[src/rtl/burst_pulse_gen.sv]
module burst_pulse_gen #(
  parameter int CW = 16
) (
  input  logic          clk,
  input  logic          rst_n,
  input  logic          start,
  input  logic          abort,
  input  logic [CW-1:0] cfg_period,
  input  logic [CW-1:0] cfg_high,
  input  logic [CW-1:0] cfg_pulses,
  input  logic [CW-1:0] cfg_bursts,
  input  logic [CW-1:0] cfg_gap,
  output logic          pulse_out,
  output logic          busy,
  output logic          done
);
  typedef enum logic [2:0] {S_IDLE, S_HIGH, S_LOW, S_GAP, S_DONE} state_t;

  localparam logic [CW-1:0] ONE = CW'(1);
  localparam logic [CW-1:0] TWO = CW'(2);

  state_t        state;
  logic [CW-1:0] cnt, pc, bc;
  logic [CW-1:0] r_hi, r_lo, r_n, r_gap;

  wire [CW-1:0] per_eff = (cfg_period < TWO) ? TWO : cfg_period;
  wire [CW-1:0] hi_eff  = (cfg_high == '0) ? ONE :
                          (cfg_high >= per_eff) ? per_eff - ONE : cfg_high;
  wire [CW-1:0] lo_eff  = per_eff - hi_eff;
  wire          empty   = (cfg_pulses == '0) || (cfg_bursts == '0);

  assign pulse_out = (state == S_HIGH);
  assign busy      = (state == S_HIGH) || (state == S_LOW) || (state == S_GAP);
  assign done      = (state == S_DONE);

  always_ff @(posedge clk) begin
    if (!rst_n) begin
      state <= S_IDLE;
      cnt   <= '0;
      pc    <= '0;
      bc    <= '0;
      r_hi  <= ONE;
      r_lo  <= ONE;
      r_n   <= '0;
      r_gap <= '0;
    end else if (abort) begin
      state <= S_IDLE;
      cnt   <= '0;
    end else begin
      case (state)
        S_IDLE: if (start) begin
          r_hi  <= hi_eff;
          r_lo  <= lo_eff;
          r_n   <= cfg_pulses;
          r_gap <= cfg_gap;
          pc    <= cfg_pulses;
          bc    <= cfg_bursts;
          if (empty) state <= S_DONE;
          else begin
            state <= S_HIGH;
            cnt   <= hi_eff - ONE;
          end
        end
        S_HIGH: if (cnt != '0) cnt <= cnt - ONE;
          else begin
            state <= S_LOW;
            cnt   <= r_lo - ONE;
          end
        S_LOW: if (cnt != '0) cnt <= cnt - ONE;
          else if (pc != ONE) begin
            pc    <= pc - ONE;
            state <= S_HIGH;
            cnt   <= r_hi - ONE;
          end else if (bc == ONE) begin
            state <= S_DONE;
          end else begin
            bc <= bc - ONE;
            pc <= r_n;
            if (r_gap == '0) begin
              state <= S_HIGH;
              cnt   <= r_hi - ONE;
            end else begin
              state <= S_GAP;
              cnt   <= r_gap - ONE;
            end
          end
        S_GAP: if (cnt != '0) cnt <= cnt - ONE;
          else begin
            state <= S_HIGH;
            cnt   <= r_hi - ONE;
          end
        default: state <= S_IDLE;
      endcase
    end
  end
endmodule

[config.mk]
export PLATFORM = sky130hd
export DESIGN_NAME = burst_pulse_gen
export DESIGN_NICKNAME = d
export VERILOG_FILES = /design/src/rtl/burst_pulse_gen.sv
export SDC_FILE = /design/constraint.sdc
export NUM_CORES = 1
export LEC_CHECK = 0
export CAP_MARGIN = 25
export CORE_MARGIN = 5
export CORE_UTILIZATION = 55
export DETAILED_ROUTE_END_ITERATION = 10
export HOLD_SLACK_MARGIN = 0.15
export PLACE_DENSITY = 0.77
export SKIP_LAST_GASP = 1
export SLEW_MARGIN = 15
export SYNTH_ARGS = -nofsm -noshare
export SYNTH_HDL_FRONTEND = slang
export SYNTH_SLANG_ARGS = --single-unit
[constraint.sdc]
create_clock -name clk -period 8.4 [get_ports clk]
set_clock_uncertainty 0.2 [all_clocks]
set_input_delay 1.68 -clock clk [delete_from_list [all_inputs] [get_ports clk]]
set_output_delay 1.68 -clock clk [all_outputs]
set_load 0.005 [all_outputs]
# After elaboration in Yosys (flattened, before gate mapping)
# Index checks and enable logic that the tools add are counted.
[word_totals] reg_bits=115 input_bits=84 wordCells=84
[classes] add_sub_neg=9 n_lt_le_gt_ge=2 eq_ne=15 n_mux=31 bitwise=2 n_reduce_logical=17
[ops] op="two-way mux 16 bit" n=19
[ops] op="subtractor 16 x 1 -> 16 bit, second input constant" n=8
[ops] op="zero test 16 bit" n=4
[ops] op="one-hot mux 16 bit (2 select lines)" n=2
[ops] op="one-hot mux 16 bit (4 select lines)" n=1
[ops] op="two-way mux 3 bit" n=7
[ops] op="equality test 16 x 1 -> 1 bit, second input constant" n=1
[ops] op="greater-or-equal comparator 16 bit" n=1
[ops] op="< comparator 16 x 2 -> 1 bit, second input constant" n=1
[ops] op="inequality test 16 x 1 -> 1 bit, second input constant" n=1
[ops] op="nonzero test 16 bit" n=1
[ops] op="subtractor 16 bit" n=1
[ops] op="inequality test 2 bit, second input constant" n=7
[ops] op="one-hot mux 3 bit (4 select lines)" n=1
[ops] op="AND reduction 4 bit" n=2
[ops] op="equality test 3 x 2 -> 1 bit, second input constant" n=2
[ops] op="AND reduction 6 bit" n=1
[ops] op="AND reduction 5 bit" n=1
[ops] op="inequality test 4 bit, second input constant" n=1
[ops] op="nonzero test 4 bit" n=1
[ops] op="equality test 3 x 1 -> 1 bit, second input constant" n=1
[ops] op="equality test 3 bit, second input constant" n=1
[ops] op="zero test 3 bit" n=1
[ops] op="logical OR 1 bit" n=3
[ops] op="6 further kinds" n=7

# Depth between registers and ports, before layout
[logic_depth] ltp_word=9 depth_mapped=27 mapped_depth_nobuf=25

# Least setup slack after synthesis
# OpenSTA, ideal clock, no wires.
[synth_timing] path_type="input-to-reg" startpoint="input cfg_period[10]" endpoint="register r_lo[14]" setup_time_ns=0.115 t_arrival_ns=6.475 t_required_ns=8.085 path_slack_ns=1.610 path_stages=26 n_path_buf=1 path_cell_list="nor4_1 -> nand4_1 -> o21ai_0 -> inv_1 -> ha_1 -> nand2b_1 -> a31oi_1 -> o21ai_0 -> a21oi_1 -> clkbuf_1 -> nor2_1 -> a21oi_1 -> nor2_1 -> inv_1 -> ha_1 -> inv_1 -> fa_1 -> a21o_1 -> a21o_1 -> a21o_1 -> a31o_2 -> a211oi_1 -> o41ai_1 -> xnor2_1 -> o21ai_0 -> and2_1"
[synth_between] elab_chain_cells=6 word_cells_on_any_way=7 classes_between="add/sub (2); order compare (2); mux (3)"
[synth_rtl] item="from (decl)" line_no="8" text="input logic [CW-1:0] cfg_period,"
[synth_rtl] item="< comparator 16 x 2 -> 1 bit" line_no="26" text="wire [CW-1:0] per_eff = (cfg_period < TWO) ? TWO : cfg_period;"
[synth_rtl] item="two-way mux 16 bit *" line_no="26"
[synth_rtl] item="subtractor 16 x 1 -> 16 bit or greater-or-equal comparator 16 bit (tied branches)" line_no="28" text="(cfg_high >= per_eff) ? per_eff - ONE : cfg_high;"
[synth_rtl] item="two-way mux 16 bit *" line_no="28"
[synth_rtl] item="two-way mux 16 bit *" line_no="27" text="wire [CW-1:0] hi_eff = (cfg_high == '0) ? ONE :"
[synth_rtl] item="via hi_eff[0]" line_no="27"
[synth_rtl] item="subtractor 16 bit *" line_no="29" text="wire [CW-1:0] lo_eff = per_eff - hi_eff;"
[synth_rtl] item="to (signal assigned)" line_no="53" text="r_lo <= lo_eff;"
[synth_rtl] item="to (decl)" line_no="24" text="logic [CW-1:0] r_hi, r_lo, r_n, r_gap;"
# Mark *: on every way through the listed nets, which the timed path passes. The rest lies on a longest branch.
# A chain may end at the register's enable or synchronous reset.

# Worst setup path in the final report
# Ends and elaborated chain as after synthesis.

==> results.toml <==
[flow_run]
drv_cap = 0

[clock_network]
cts_resized = 0
cts_buffers = 17
hold_buffers = 0
clk_latency_ns = 0.43
clockBufferDepth = 2
path_clk_slew_ns = 0.06
h-tree-depth = 4
cts_tree = "built"
cts_sinks = 115
cts_root_buf = "clkbuf_16"
cts_setup_buffers = 0

[detailed_routing]
met1_length_mm = 11.8
drc_errors = 0
top_layer = "met4"
vias = 9367
first_iter_violations = 873
first_pass_iters = 5
drtAntennaViolNets = 0
wl_met2_mm = 12.4
wire_per_inst_um = 17.8
met3WireLength_mm = 1.95
drt-total-wl_mm = 26.8
via_per_inst = 6.21

[yosys]
async_flop_share_pct = 0
syn_nets = 1365
yosysUniqueCellTypes = 78
synth-xor-area-share_pct = 7.83
synthMuxAreaShare_pct = 1.67
synth_compound_area_share_pct = 27.0
synth_top_family_by_area = "compound AO/OA/AOI/OAI gates"
syn_avg_cell_area_um2 = 7.31
synth_area_um2 = 9060
synth_edf_count = 0
yosys.area_share.simple_pct = 26.6
yosys_warnings = 0
synth_flop_cell = "dfxtp_1"
yosysTopAreaCell = "dfxtp_1"
ys_top_cells_by_area = "dfxtp_1 (25%), nand2_1 (7.0%), ha_1 (5.7%)"
synth_top_area_share_pct = 25.4
synthAdderAreaFrac_pct = 5.88
netlist_instances = 1239
ys_seq_elements = 115
ys_seq_area_share_pct = 25.4

[power]
swShare_pct = 34.2
pwr_density_cell_nw_per_um2 = 177
p_comb_share_pct = 29.3
clock_power_share_pct = 37.2
pwr-share-seq_pct = 33.5
p_leak_nw = 4.24
switchingPower_uw = 638
vdd_drop_max_mv = 0.169
p_int_mw = 1.23

[cells_and_area]
syn_to_final_growth_pct = 16.3
nets = 1402
fillers = 1481
drive_gt1_share_pct = 5.12
instances_no_fill = 1508
diodes = 0
fin_area_um2 = 10500

[global_routing]
antenna_found_initial = 0
grt_usage_pct = 26.8
grt_pass1_wl_mm = 42.9
grt_pass1_vias = 8517
grt_max_degree = 87
overflow = 0

[setup_path]
cp_max_fo = 10
cp.required_ns = 8.52
worstSetupPathType = "in2reg"
worstSetupEndpointType = "register"
rrSetupSlack_ns = 4.53
crit_arrival_ns = 7.30
critPathLaunchType = "input port"

[place]
place_congestion = 0.987
place_ws_ns = 0.883
hpwl_mm = 19.5
detailed_place.area_um2 = 9960
portBuffers = 86
place_inst = 1475

[sta]
period_needed_ns = 7.18
tightest_slew_ns = 0.969
hold_viol = 0
fin_tns_setup_ns = 0
slew_viol_final = 0
whs_ns = 0.264
min_period_over_period_pct = 85.5
fmax_mhz = 139
grt_setup_unrepaired = "no"
setup_viol = 0
relSlewSlack_pct = 33.6
setup_ws_ns = 1.22

[run_status]
status = "completed"

[min_path]
hold_path.class = "reg2reg"

[floorplanning]
die_w_um = 138
die_h_um = 138
dieArea_um2 = 19100
initial_core_util_pct = 55.4
num_rows = 47
coreArea_um2 = 16300
ios = 87
## worst max-delay path, cell delays in order
cell and delay [ns]:
clkdlybuf4s50_1 0.48, nor4_1 0.53, nand4_1 0.39, o21ai_0 0.25
buf_4 0.16, inv_1 0.04, ha_1 0.25, nand2b_1 0.09
a31oi_1 0.10, o21ai_0 0.30, a21oi_1 0.15, buf_4 0.20
a21oi_1 0.14, nor2_1 0.11, inv_1 0.11, ha_1 0.17
inv_1 0.06, fa_1 0.44, a21o_1 0.18, a21o_1 0.20
a21o_1 0.19, a31o_2 0.26, a211oi_1 0.27, o41ai_1 0.15
xnor2_1 0.14, o21ai_0 0.08, and2_1 0.17
## worst paths after layout
path,start,to,cells after the start
hold / removal,r_n[10],r_n[10],2
setup / recovery,cfg_period[10],r_lo[14],27
hold reg to reg,r_n[10],r_n[10],2
setup reg to reg,cnt[5],cnt[3],9
## flip-flops by register name, summed over array words and instances (netlist names)
signal and cells:
r_lo 16, r_gap 16, bc 16, pc 16
r_n 16, cnt 16, state 3, r_hi 16
## layout by cell type, fill, tap and decap left out, drive strengths merged, types with 6 or more instances in the layout
| cell type | n |
|---|---|
| o31ai | 8 |
| mux2i | 14 |
| nand3b | 7 |
| nand4 | 14 |
| xor2 | 29 |
| or4 | 14 |
| a21o | 7 |
| ha | 41 |
| o211a | 31 |
| a21oi | 78 |
| clkinv | 7 |
| nor3 | 50 |
| o211ai | 10 |
| o21a | 10 |
| a211oi | 19 |
| and2 | 22 |
| xnor2 | 52 |
| nor2 | 113 |
| clkbuf | 19 |
| clkdlybuf4s50 | 85 |
| dfxtp | 115 |
| nand2 | 170 |
| o31a | 6 |
| o21ai | 90 |
| inv | 46 |
| a21boi | 37 |
| a22oi | 6 |
| nand3 | 22 |
| nand2b | 10 |
| or3 | 18 |
| buf | 15 |
| nor4 | 35 |
## final cells by class
class	count	area, um^2	share of cell area, %
tap	220	275	2.61
timing repair buffer	100	980	9.29
sequential	115	2300	21.8
clock buffer	19	443	4.20
inverter	46	173	1.64
clock inverter	12	110	1.04
multi-input combinational	996	6260	59.4
## through the flow
step           total power [mW]  utilization (%)
2_1_floorplan              1.01                -
3_3_place_gp               1.16             60.8
3_5_place_dp               1.17             60.9
4_1_cts                    1.86             64.3
5_1_grt                    1.95             64.5
6_report                   1.87             64.5
## layer usage
| metal | global-route usage [%] | vias to the layer above |
|---|---|---|
| met5 | 0 | - |
| met4 | 9.05 | 0 |
| met3 | 4.80 | 54 |
| met2 | 43.9 | 359 |
| met1 | 35.8 | 4396 |
| li1 | - | 4558 |
## synth_stat cells (3+ instances only)
cell type	count
dfxtp_1	115
o211a_1	31
nand3_1	22
o2111ai_1	4
a211oi_1	18
nor2b_1	5
xor2_1	29
a221oi_1	5
xnor2_1	52
o21ai_1	3
a21o_1	7
nand4_1	14
nor4_1	34
and3_1	4
o31ai_1	8
or3_1	16
ha_1	41
a21oi_1	78
buf_2	9
o211ai_1	10
o21a_1	9
a311oi_1	5
a22oi_1	6
nor2_1	112
a31oi_1	5
a211o_1	3
o21ai_0	85
mux2i_1	14
o32a_1	5
inv_1	45
clkbuf_1	68
o31a_1	6
nand2b_1	10
nor3_1	50
or4_1	12
and2_1	22
nand3b_1	7
nand2_1	170
o22ai_1	5
buf_4	3
a21boi_0	37
nor3b_1	4
o41ai_1	4
## cells by family (layout without fill, tap and decap cells)
group           count (synthesis)  after routing
simple gates                  499            499
compound gates                359            359
buf+inv                       128            177
flops                         115            115
xor+xnor                       81             81
fa+ha+maj                      42             42
mux                            15             15
## power groups by stage
stage	sequential (mW)	combinational, mW	clock [mW]
finish	0.626	0.546	0.694
global route	0.631	0.599	0.720
CTS	0.624	0.537	0.696
detailed placement	0.636	0.531	0
global placement	0.634	0.525	0
floorplan	0.623	0.385	0
Power figures use the tool's default switching activity.
